===== config.mk =====
export PLATFORM = sky130hd
export DESIGN_NAME = eei2c_slave
export DESIGN_NICKNAME = d
export VERILOG_FILES = /design/src/rtl/eei2c_pkg.sv /design/src/rtl/eei2c_sync.sv /design/src/rtl/eei2c_cond.sv /design/src/rtl/eei2c_slave.sv
export SDC_FILE = /design/constraint.sdc
export NUM_CORES = 1
export LEC_CHECK = 0
export BUFFER_PORTS_ARGS = -buffer_cell sky130_fd_sc_hd__buf_2
export CAP_MARGIN = 0
export CORE_AREA = 2 2 90 92
export DETAILED_ROUTE_END_ITERATION = 8
export DIE_AREA = 0 0 92 94
export PLACE_DENSITY_LB_ADDON = 0.2
export SETUP_SLACK_MARGIN = 0.4
export SLEW_MARGIN = 0
export SYNTH_ARGS = -nofsm -noshare
export SYNTH_HDL_FRONTEND = slang
export SYNTH_SLANG_ARGS = --single-unit

===== constraint.sdc =====
create_clock -name clk -period 3.91 [get_ports clk]
set_clock_uncertainty 0.05 [all_clocks]
set_input_delay 0.1955 -clock clk [delete_from_list [all_inputs] [get_ports clk]]
set_output_delay 0.1955 -clock clk [all_outputs]
set_load 0.005 [all_outputs]

===== src/rtl/eei2c_pkg.sv =====
package eei2c_pkg;
  typedef enum logic [2:0] {
    S_IDLE, S_RX, S_ACK, S_TX, S_MACK, S_SKIP
  } phase_t;

  typedef enum logic [1:0] {
    K_CTRL, K_ADDR, K_DATA
  } rxkind_t;

  localparam logic [3:0] DEV_CODE = 4'b1010;
endpackage


===== src/rtl/eei2c_sync.sv =====
module eei2c_sync #(
  parameter int STAGES  = 2,
  parameter bit RST_VAL = 1'b1
) (
  input  logic clk,
  input  logic rst_n,
  input  logic d,
  output logic q
);
  logic [STAGES-1:0] sh;

  always_ff @(posedge clk or negedge rst_n) begin
    if (!rst_n) sh <= {STAGES{RST_VAL}};
    else        sh <= {sh[STAGES-2:0], d};
  end

  assign q = sh[STAGES-1];
endmodule


===== src/rtl/eei2c_cond.sv =====
module eei2c_cond (
  input  logic clk,
  input  logic rst_n,
  input  logic scl_s,
  input  logic sda_s,
  output logic scl_rise,
  output logic scl_fall,
  output logic start_det,
  output logic stop_det
);
  logic scl_q, sda_q;

  always_ff @(posedge clk or negedge rst_n) begin
    if (!rst_n) begin
      scl_q <= 1'b1;
      sda_q <= 1'b1;
    end else begin
      scl_q <= scl_s;
      sda_q <= sda_s;
    end
  end

  assign scl_rise  = scl_s & ~scl_q;
  assign scl_fall  = ~scl_s & scl_q;
  // data edges while the clock stays high are bus conditions
  assign start_det = scl_s & scl_q & sda_q & ~sda_s;
  assign stop_det  = scl_s & scl_q & ~sda_q & sda_s;
endmodule


===== src/rtl/eei2c_slave.sv =====
module eei2c_slave
  import eei2c_pkg::*;
#(
  parameter int NUM_BANKS   = 4,
  parameter int PAGE_BYTES  = 16,
  parameter int SYNC_STAGES = 2,
  localparam int BANK_BITS  = $clog2(NUM_BANKS),
  localparam int AW         = 8 + BANK_BITS
) (
  input  logic          clk,
  input  logic          rst_n,
  input  logic          scl_i,
  input  logic          sda_i,
  output logic          sda_oe,
  input  logic          wc_busy,
  output logic          wr_valid,
  input  logic          wr_ready,
  output logic [AW-1:0] wr_addr,
  output logic [7:0]    wr_data,
  output logic          commit,
  output logic          rd_en,
  output logic [AW-1:0] rd_addr,
  input  logic [7:0]    rd_data
);
  localparam int PAGE_BITS = $clog2(PAGE_BYTES);

  // line synchronisers: index 1 = clock, index 0 = data
  logic [1:0] raw, syn;
  assign raw = {scl_i, sda_i};
  for (genvar g = 0; g < 2; g++) begin : g_sync
    eei2c_sync #(.STAGES(SYNC_STAGES), .RST_VAL(1'b1)) u_sync (
      .clk(clk), .rst_n(rst_n), .d(raw[g]), .q(syn[g])
    );
  end

  logic scl_s, sda_s, scl_rise, scl_fall, start_det, stop_det;
  assign scl_s = syn[1];
  assign sda_s = syn[0];

  eei2c_cond u_cond (
    .clk(clk), .rst_n(rst_n), .scl_s(scl_s), .sda_s(sda_s),
    .scl_rise(scl_rise), .scl_fall(scl_fall),
    .start_det(start_det), .stop_det(stop_det)
  );

  phase_t               phase;
  rxkind_t              kind;
  logic [2:0]           cnt;
  logic                 byte_done, rw_q, wmode, wrote, mack, ld_pend;
  logic [7:0]           rx_sh, tx_sh;
  logic [BANK_BITS-1:0] bank_q;
  logic [AW-1:0]        ptr;
  logic                 byte_end, data_take;

  assign byte_end  = scl_fall && (phase == S_RX) && byte_done;
  assign data_take = byte_end && (kind == K_DATA) && !wc_busy;

  always_ff @(posedge clk or negedge rst_n) begin
    if (!rst_n) begin
      phase <= S_IDLE;   kind <= K_CTRL;   cnt <= '0;
      byte_done <= 1'b0; rw_q <= 1'b0;     wmode <= 1'b0;
      wrote <= 1'b0;     mack <= 1'b0;     ld_pend <= 1'b0;
      rx_sh <= '0;       tx_sh <= '0;      bank_q <= '0;
      ptr <= '0;         sda_oe <= 1'b0;   wr_valid <= 1'b0;
      wr_addr <= '0;     wr_data <= '0;    commit <= 1'b0;
      rd_en <= 1'b0;     rd_addr <= '0;
    end else begin
      commit  <= 1'b0;
      rd_en   <= 1'b0;
      ld_pend <= rd_en;
      if (ld_pend) tx_sh <= rd_data;
      if (wr_valid && wr_ready) wr_valid <= 1'b0;

      if (start_det) begin
        phase <= S_RX; kind <= K_CTRL; cnt <= '0;
        byte_done <= 1'b0; sda_oe <= 1'b0; wrote <= 1'b0; wmode <= 1'b0;
      end else if (stop_det) begin
        phase <= S_IDLE; sda_oe <= 1'b0;
        if (wmode && wrote) commit <= 1'b1;
        wrote <= 1'b0; wmode <= 1'b0;
      end else begin
        unique case (phase)
          S_RX: begin
            if (scl_rise) begin
              rx_sh <= {rx_sh[6:0], sda_s};
              cnt   <= cnt + 3'd1;
              if (cnt == 3'd7) byte_done <= 1'b1;
            end else if (byte_end) begin
              byte_done <= 1'b0;
              cnt       <= '0;
              if (wc_busy) begin
                phase <= S_SKIP;            // acknowledge polling: stay silent
              end else begin
                unique case (kind)
                  K_CTRL: begin
                    if (rx_sh[7:4] == DEV_CODE) begin
                      sda_oe <= 1'b1; phase <= S_ACK;
                      rw_q   <= rx_sh[0]; wmode <= ~rx_sh[0];
                      bank_q <= rx_sh[BANK_BITS:1];
                      if (rx_sh[0]) begin
                        rd_en <= 1'b1; rd_addr <= ptr; ptr <= ptr + AW'(1);
                      end
                    end else begin
                      phase <= S_SKIP;
                    end
                  end
                  K_ADDR: begin
                    sda_oe <= 1'b1; phase <= S_ACK;
                    ptr    <= {bank_q, rx_sh};
                  end
                  default: begin
                    sda_oe   <= 1'b1; phase <= S_ACK;
                    wr_valid <= 1'b1; wr_addr <= ptr; wr_data <= rx_sh;
                    wrote    <= 1'b1;
                    ptr[PAGE_BITS-1:0] <= ptr[PAGE_BITS-1:0] + PAGE_BITS'(1);
                  end
                endcase
              end
            end
          end
          S_ACK: begin
            if (scl_fall) begin
              if (rw_q) begin
                phase <= S_TX; cnt <= '0; sda_oe <= ~tx_sh[7];
              end else begin
                phase  <= S_RX; sda_oe <= 1'b0;
                kind   <= (kind == K_CTRL) ? K_ADDR : K_DATA;
              end
            end
          end
          S_TX: begin
            if (scl_fall) begin
              if (cnt == 3'd7) begin
                sda_oe <= 1'b0; phase <= S_MACK;
              end else begin
                cnt    <= cnt + 3'd1;
                tx_sh  <= {tx_sh[6:0], 1'b0};
                sda_oe <= ~tx_sh[6];
              end
            end
          end
          S_MACK: begin
            if (scl_rise) begin
              mack <= ~sda_s;
              if (!sda_s) begin
                rd_en <= 1'b1; rd_addr <= ptr; ptr <= ptr + AW'(1);
              end
            end else if (scl_fall) begin
              if (mack) begin
                phase <= S_TX; cnt <= '0; sda_oe <= ~tx_sh[7];
              end else begin
                phase <= S_SKIP;
              end
            end
          end
          default: ;
        endcase
      end
    end
  end

  p_reset_quiet_r1: assert property (@(posedge clk) $rose(rst_n) |-> !sda_oe && !wr_valid && !commit && !rd_en);

  p_bad_code_silent_r2: assert property (@(posedge clk) disable iff (!rst_n)
    byte_end && kind == K_CTRL && rx_sh[7:4] != DEV_CODE |=> phase == S_SKIP && !sda_oe);

  p_page_upper_hold_r4: assert property (@(posedge clk) disable iff (!rst_n)
    data_take |=> wr_valid && $stable(ptr[AW-1:PAGE_BITS]));

  p_commit_at_stop_r5: assert property (@(posedge clk) disable iff (!rst_n)
    commit |-> $past(stop_det));

  p_busy_no_ack_r6: assert property (@(posedge clk) disable iff (!rst_n)
    byte_end && wc_busy |=> !sda_oe);

  p_skip_released_r10: assert property (@(posedge clk) disable iff (!rst_n)
    phase == S_SKIP |-> !sda_oe);

  p_start_restart_r11: assert property (@(posedge clk) disable iff (!rst_n)
    start_det |=> phase == S_RX && kind == K_CTRL && !sda_oe && cnt == 3'd0);

  p_sda_on_fall_r12: assert property (@(posedge clk) disable iff (!rst_n)
    !$stable(sda_oe) |-> $past(scl_fall || start_det || stop_det));

  p_wr_hold_r13: assert property (@(posedge clk) disable iff (!rst_n)
    wr_valid && !wr_ready && !data_take |=> wr_valid && $stable(wr_addr) && $stable(wr_data));
endmodule


==> results.md, run 1 <==
- Status: completed
- Top-area cell type share of the netlist area: 49.1%
- Synth cell types: 56
- Internal Power: 1.48 mW
- Clock Pin Slew Worst Setup and Hold Paths: 0.08 ns
- CTS tree: done
- Synth area leader: dfrtp_1
- Final setup violating endpoints: 0
- Clock Tree Root: clkbuf_8
- Req. time, crit path: 4.09 ns
- Combinational power share: 17.6%
- Total setup buffers inserted after CTS: 0
- Syn Inst Count: 329
- RSZ-0062 raised after global routing: no
- NetSw: 0.605 mW
- Crit-path max FO: 22
- H-Tree Depth: 3
- Hold Worst Slack: 0.0600 ns
- HPWL Detailed: 5.13 mm
- Layout cells sized above 1: 30.6%
- Switching Share: 29.1%
- Worst Hold Class: primary input to flop
- Initial antenna violation count: 0
- Layout Nets: 394
- Most common cell in the netlist: dfrtp_1
- Die height: 94 um
- Area delta synth->final: 14.7%
- Worst vdd ir: 0.238 mV
- Congestion Overflow GR: 0
- Routed Antenna Nets: 0
- Die Span X: 92 um
- Largest net degree at the start of global routing: 81
- Synth Register Bits: 80
- Max Buffers Root-to-Sink: 2
- Max-Cap Viols: 0
- Crit share post-route: 72.9%
- Core area: 0.00761 mm2
- IO buf count: 45
- Clock Latency Late Sink: 0.35 ns
- Synth top cells by count: dfrtp_1 (74), mux2_2 (38), nor2_1 (27)
- Final Slew Violations: 0
- I/O pins: 46
- RD Place Congestion: 0.805
- Die area: 0.00865 mm2
- Part of the power in registers: 52.8%
- Pre-CTS setup slack: 1.08 ns
- Register area share after synthesis: 53.3%
- Hold Vio Cnt, Final: 0
- Initial DRC count: 104
- Setup TNS: 0 ns
- Final min period: 2.85 ns
- Relative slew slack: 35.7%
- Total CTS buffers: 9
- Synth Net Count: 346
- Final WS setup: 1.06 ns
- Startpoint Class: flop
- Mean number of vias per cell: 5.58
- Mean post-synth cell area: 11.5 um2
- Synth top area cells: dfrtp_1 (49%), mux2_2 (11%), mux2i_1 (4.5%)
- Total wire length: 7.35 mm
- Post-synth EDFFs: 0
- FILL cells: 689
- Avg WL per Cell: 15.2 um
- Pleak: 2.07 nW
- PD cells: 481 mW/mm2
- Worst EP arrival: 3.03 ns
- Initial Util: 49.6%
- ANT cells: 0
- Clk sinks: 80
- Drt drc: 0
- Std-Cell Rows: 32
- First-pass GRT wire length: 12.6 mm
- Clock group share of total power: 29.6%
- Crit. End Element: flop
- Initial DRT Pass Iterations: 4
- Least-Margin Pin Slew: 0.965 ns
- Setup CP Type: flop to flop
- Async SR Flop Fraction: 100%
- YS warnings: 0
- Netlist Area Pre-Place: 0.00377 mm2
- FMAX: 0.351 GHz
- Power Total: 2.08 mW
- Gr usage total: 18.7%
- Top FF cell, synth: dfrtp_1
- # resized after CTS: 0
- Total number of vias: 2703
- Vias in the first global route: 2554
-- sequential cells by signal (all words and copies together), names as in the netlist, 2 cells and up --
signal            cells
kind                  2
phase                 3
wr_addr              10
cnt                   3
tx_sh                 8
rd_addr              10
rx_sh                 8
g_sync.u_sync.sh      4
ptr                  10
wr_data               8
bank_q                2
-- metal layers --
metal	up-vias	global-route usage [%]	wire (um)
li1	1296	-	-
met1	1339	25.8	3590
met2	55	29.2	3360
met3	13	3.13	246
met4	0	8.58	157
met5	-	0	0
-- power groups by stage --
stage	clock network [mW]	logic, mW	registers, mW
CTS	0.640	0.372	1.10
global placement	0	0.358	1.11
finish	0.615	0.367	1.10
floorplan	0	0.312	1.05
detailed placement	0	0.368	1.12
global route	0.668	0.416	1.13
-- stage by stage --
step,cells,utilization [%],instance area [um2]
6_report,484,56.9,4330
5_1_grt,484,56.9,4330
4_1_cts,484,56.9,4330
3_5_place_dp,464,53.6,4080
3_3_place_gp,464,53.6,4080
2_1_floorplan,329,-,3770
-- cells by family after synthesis --
logic type	Yosys count	synth area share (%)
simple gates	96	14.0
compound gates	73	13.4
buf+inv	22	2.49
flops	80	53.3
mux	55	15.9
fa+ha+maj	3	0.995
-- timing repair --
action | 4_1_cts | 5_1_grt
setup endpoints to repair | 0 | 0
hold buffers | 4 | 0
endpoints found under the hold margin | 77 | 0
-- critical path: stages, from the launching register on --
cell     delay, ns
dfrtp_1       0.72
or3b_1        0.54
nor4_4        0.28
nand2_1       0.63
mux2_2        0.51
-- layout by cell type, fill, tap and decap left out, types with 4 or more instances in the layout --
master and count:
dfrtp_1 74, buf_2 44, mux2i_1 17, mux2_2 38, o21ai_0 11, o22ai_1 4
a2bb2oi_1 4, nand2_1 25, nor2b_1 5, a21oi_1 22, nand3_1 8, dlygate4sd3_1 4
nand2b_1 6, clkbuf_8 11, nor2_1 27, inv_1 8, dfstp_2 6
-- worst paths after layout --
| check | slack [ns] | cells past startpoint | startpoint | endpoint |
|---|---|---|---|---|
| min in group asynchronous | 0.50 | 2 | rst_n | cnt[0] |
| worst max-delay path | 1.06 | 4 | phase[0] | wr_addr[0] |
| max in group asynchronous | 2.70 | 2 | rst_n | wr_addr[0] |
| worst min register to register | 0.31 | 0 | g_sync[0].u_sync.sh[0] | g_sync[0].u_sync.sh[1] |
| worst max register to register | 1.06 | 4 | phase[0] | wr_addr[0] |
| worst min-delay path | 0.06 | 3 | rd_data[0] | tx_sh[0] |
-- area by class of cell --
class | instances | area [um2] | area share (%)
clock inverter | 4 | 52.6 | 1.21
clock buffer | 12 | 155 | 3.59
timing repair buffer | 51 | 283 | 6.54
sequential | 80 | 2010 | 46.4
inverter | 8 | 30.0 | 0.694
tap | 102 | 128 | 2.95
multi-input combinational | 227 | 1670 | 38.6
(Power assumes the default switching activity.)
==> inputs of run 2 (changes only) <==
Clock period 3.91 ns to 2.8 ns, I/O delays scaled along.
==> run 2 against run 1 <==
Against the previous run:
- flip-flop and latch count did not move
- utilization up 0.41 points
- register-to-register slack worse by 0.50 ns
- via count down 0.81%
- critical path type unchanged
- highest routed layer unchanged
==> results.md, run 2 (synthesized netlist as in run 1, its figures left out) <==
- Status: completed
- ANT cells: 0 (unchanged)
- Final Slew Violations: 0 (unchanged)
- RSZ-0062 raised after global routing: no
- Die height: 94 um (unchanged)
- Final WS setup: 0.558 ns (-0.500 ns)
- Commonest non-fill, non-tap cell in the layout: dfrtp_1
- Worst vdd ir: 0.337 mV (+41%)
- Placed cells: 469 (+1.1%)
- Initial DRT Pass Iterations: 4 (unchanged)
- Req. time, crit path: 2.99 ns (-1.10 ns)
- Core area: 0.00761 mm2 (unchanged)
- Total wire length: 7.32 mm (-0.39%)
- Pleak: 2.08 nW (+0.63%)
- Startpoint Class: flop
- Most frequent cells in the layout: dfrtp_1 (73), buf_2 (44), mux2_2 (38), nor2_1 (27), nand2_1 (25)
- Initial antenna violation count: 0 (unchanged)
- Max Buffers Root-to-Sink: 2 (unchanged)
- Routed Antenna Nets: 0 (unchanged)
- Crit. End Element: flop
- Gr usage total: 18.2% (-0.46 points)
- Worst R2R Path Depth: 6 (+2)
- Pre-CTS setup slack: 0.443 ns (-0.636 ns)
- Mean number of vias per cell: 5.49 (-1.6%)
- Clock Tree Root: clkbuf_8
- Finished Cell Area: 0.00436 mm2 (+0.72%)
- Critical path origin: phase[2]
- Initial Util: 49.6% (unchanged)
- Cells along the critical path: or3b_4 > nor4_4 > nand2_1 > o21ai_1 > buf_4 > mux2_2
- Std-Cell Rows: 32 (unchanged)
- Least-Margin Pin Slew: 0.991 ns (+0.0256 ns)
- PD cells: 662 mW/mm2 (+38%)
- Final Util: 57.3% (+0.41 points)
- Congestion Overflow GR: 0 (unchanged)
- Worst EP arrival: 2.43 ns (-0.60 ns)
- R2R setup slack: 0.56 ns (-0.50 ns)
- Layout cells sized above 1: 31.9% (+1.2 points)
- Crit-path max FO: 13 (-41%)
- Clock Pin Slew Worst Setup and Hold Paths: 0.07 ns (about the same)
- Critical-path top delay cell: dfrtp_1
- Final setup violating endpoints: 0 (unchanged)
- Total setup buffers inserted after CTS: 0 (unchanged)
- Top flop regs: ptr (10), rd_addr (10), wr_addr (10)
- Largest net degree at the start of global routing: 81 (unchanged)
- Area delta synth->final: 15.5%
- First-pass GRT wire length: 12.2 mm (-3.0%)
- Drt drc: 0 (unchanged)
- Hold Worst Slack: 0.0523 ns (-0.00774 ns)
- Die area: 0.00865 mm2 (unchanged)
- R2R Path Start: phase[2]
- Critical path buffers and inverters: 1 (+1)
- Avg WL per Cell: 15.0 um (-1.2%)
- Total CTS buffers: 9 (unchanged)
- FILL cells: 677 (-1.7%)
- Reg-to-reg endpoint: rd_addr[6]
- Clk sinks: 80 (unchanged)
- Crit share post-route: 80.1% (+7.1 points)
- Area of placed instances: 0.00412 mm2 (+0.92%)
- Setup CP Type: flop to flop
- Worst path max stage delay: 0.51 ns (-0.21 ns)
- Setup TNS: 0 ns (unchanged)
- Total number of vias: 2681 (-0.81%)
- Kind of cell adding the most delay to the critical path: simple AND/OR/NAND/NOR gates
- Initial DRC count: 127 (+22%)
- Layout Nets: 400 (+1.5%)
- Non-filler cells, final: 488 (+0.83%)
- Hold path depth: 3 (unchanged)
- Hold path startpoint: rd_data[3]
- Die Span X: 92 um (unchanged)
- Vias in the first global route: 2483 (-2.8%)
- Relative slew slack: 33.9% (-1.7 points)
- Power Total: 2.89 mW (+39%)
- Final min period: 2.24 ns (-0.610 ns)
- I/O pins: 46 (unchanged)
- Max-Cap Viols: 0 (unchanged)
- FMAX: 0.446 GHz (+27%)
- Worst Hold Class: primary input to flop
- H-Tree Depth: 3 (unchanged)
- CTS tree: done
- RD Place Congestion: 0.846 (+5.1%)
- Hold EP: tx_sh[3]
- IO buf count: 45 (unchanged)
- HPWL Detailed: 5.15 mm (+0.39%)
- Hold Vio Cnt, Final: 0 (unchanged)
- Clock Latency Late Sink: 0.35 ns (about the same)
-- run 2: layout make-up --
type	count	area, um2	share of cell area (%)
Timing Repair Buffer	57	330	7.58
Multi-Input combinational cell	227	1670	38.4
Sequential cell	80	2010	46.1
Clock inverter	3	43.8	1.00
Inverter	8	30.0	0.689
Clock buffer	11	141	3.24
Tap cell	102	128	2.93
-- run 2: tightest hold or removal path: cells and delay by family --
| kind | cells | cell delay [ns] |
|---|---|---|
| mux | 1 | 0.05 |
| compound gates | 1 | 0.13 |
| buf+inv | 1 | 0.08 |
-- run 2: routing by layer --
| layer | vias up | share of wire, % | global-route usage, % |
|---|---|---|---|
| li1 | 1307 | - | - |
| met1 | 1300 | 48 | 25.6 |
| met2 | 62 | 45 | 27.2 |
| met3 | 12 | 4.6 | 4.33 |
| met4 | 0 | 1.7 | 7.84 |
| met5 | - | 0 | 0 |
-- run 2: what timing repair did --
item,4_1_cts,5_1_grt
hold endpoints to repair,78,0
gates resized for setup,0,3
endpoints found under the setup margin,0,15
hold buffers,5,0
-- run 2: worst max-delay path by stage --
stage	cells past startpoint	to	slack [ns]
after floorplan	7	rd_addr[0]	0.69
after global placement	6	rd_addr[2]	0.49
after detailed placement	6	rd_addr[0]	0.44
after CTS	6	rd_addr[2]	0.44
after global routing	5	cnt[0]	0.40
final	6	rd_addr[6]	0.56
-- run 2: report_power, final --
part	internal, mW	total (mW)	switching, mW
Clock	0.427	0.807	0.380
Sequential	1.33	1.53	0.196
Combinational	0.291	0.550	0.259
Total	2.05	2.89	0.836
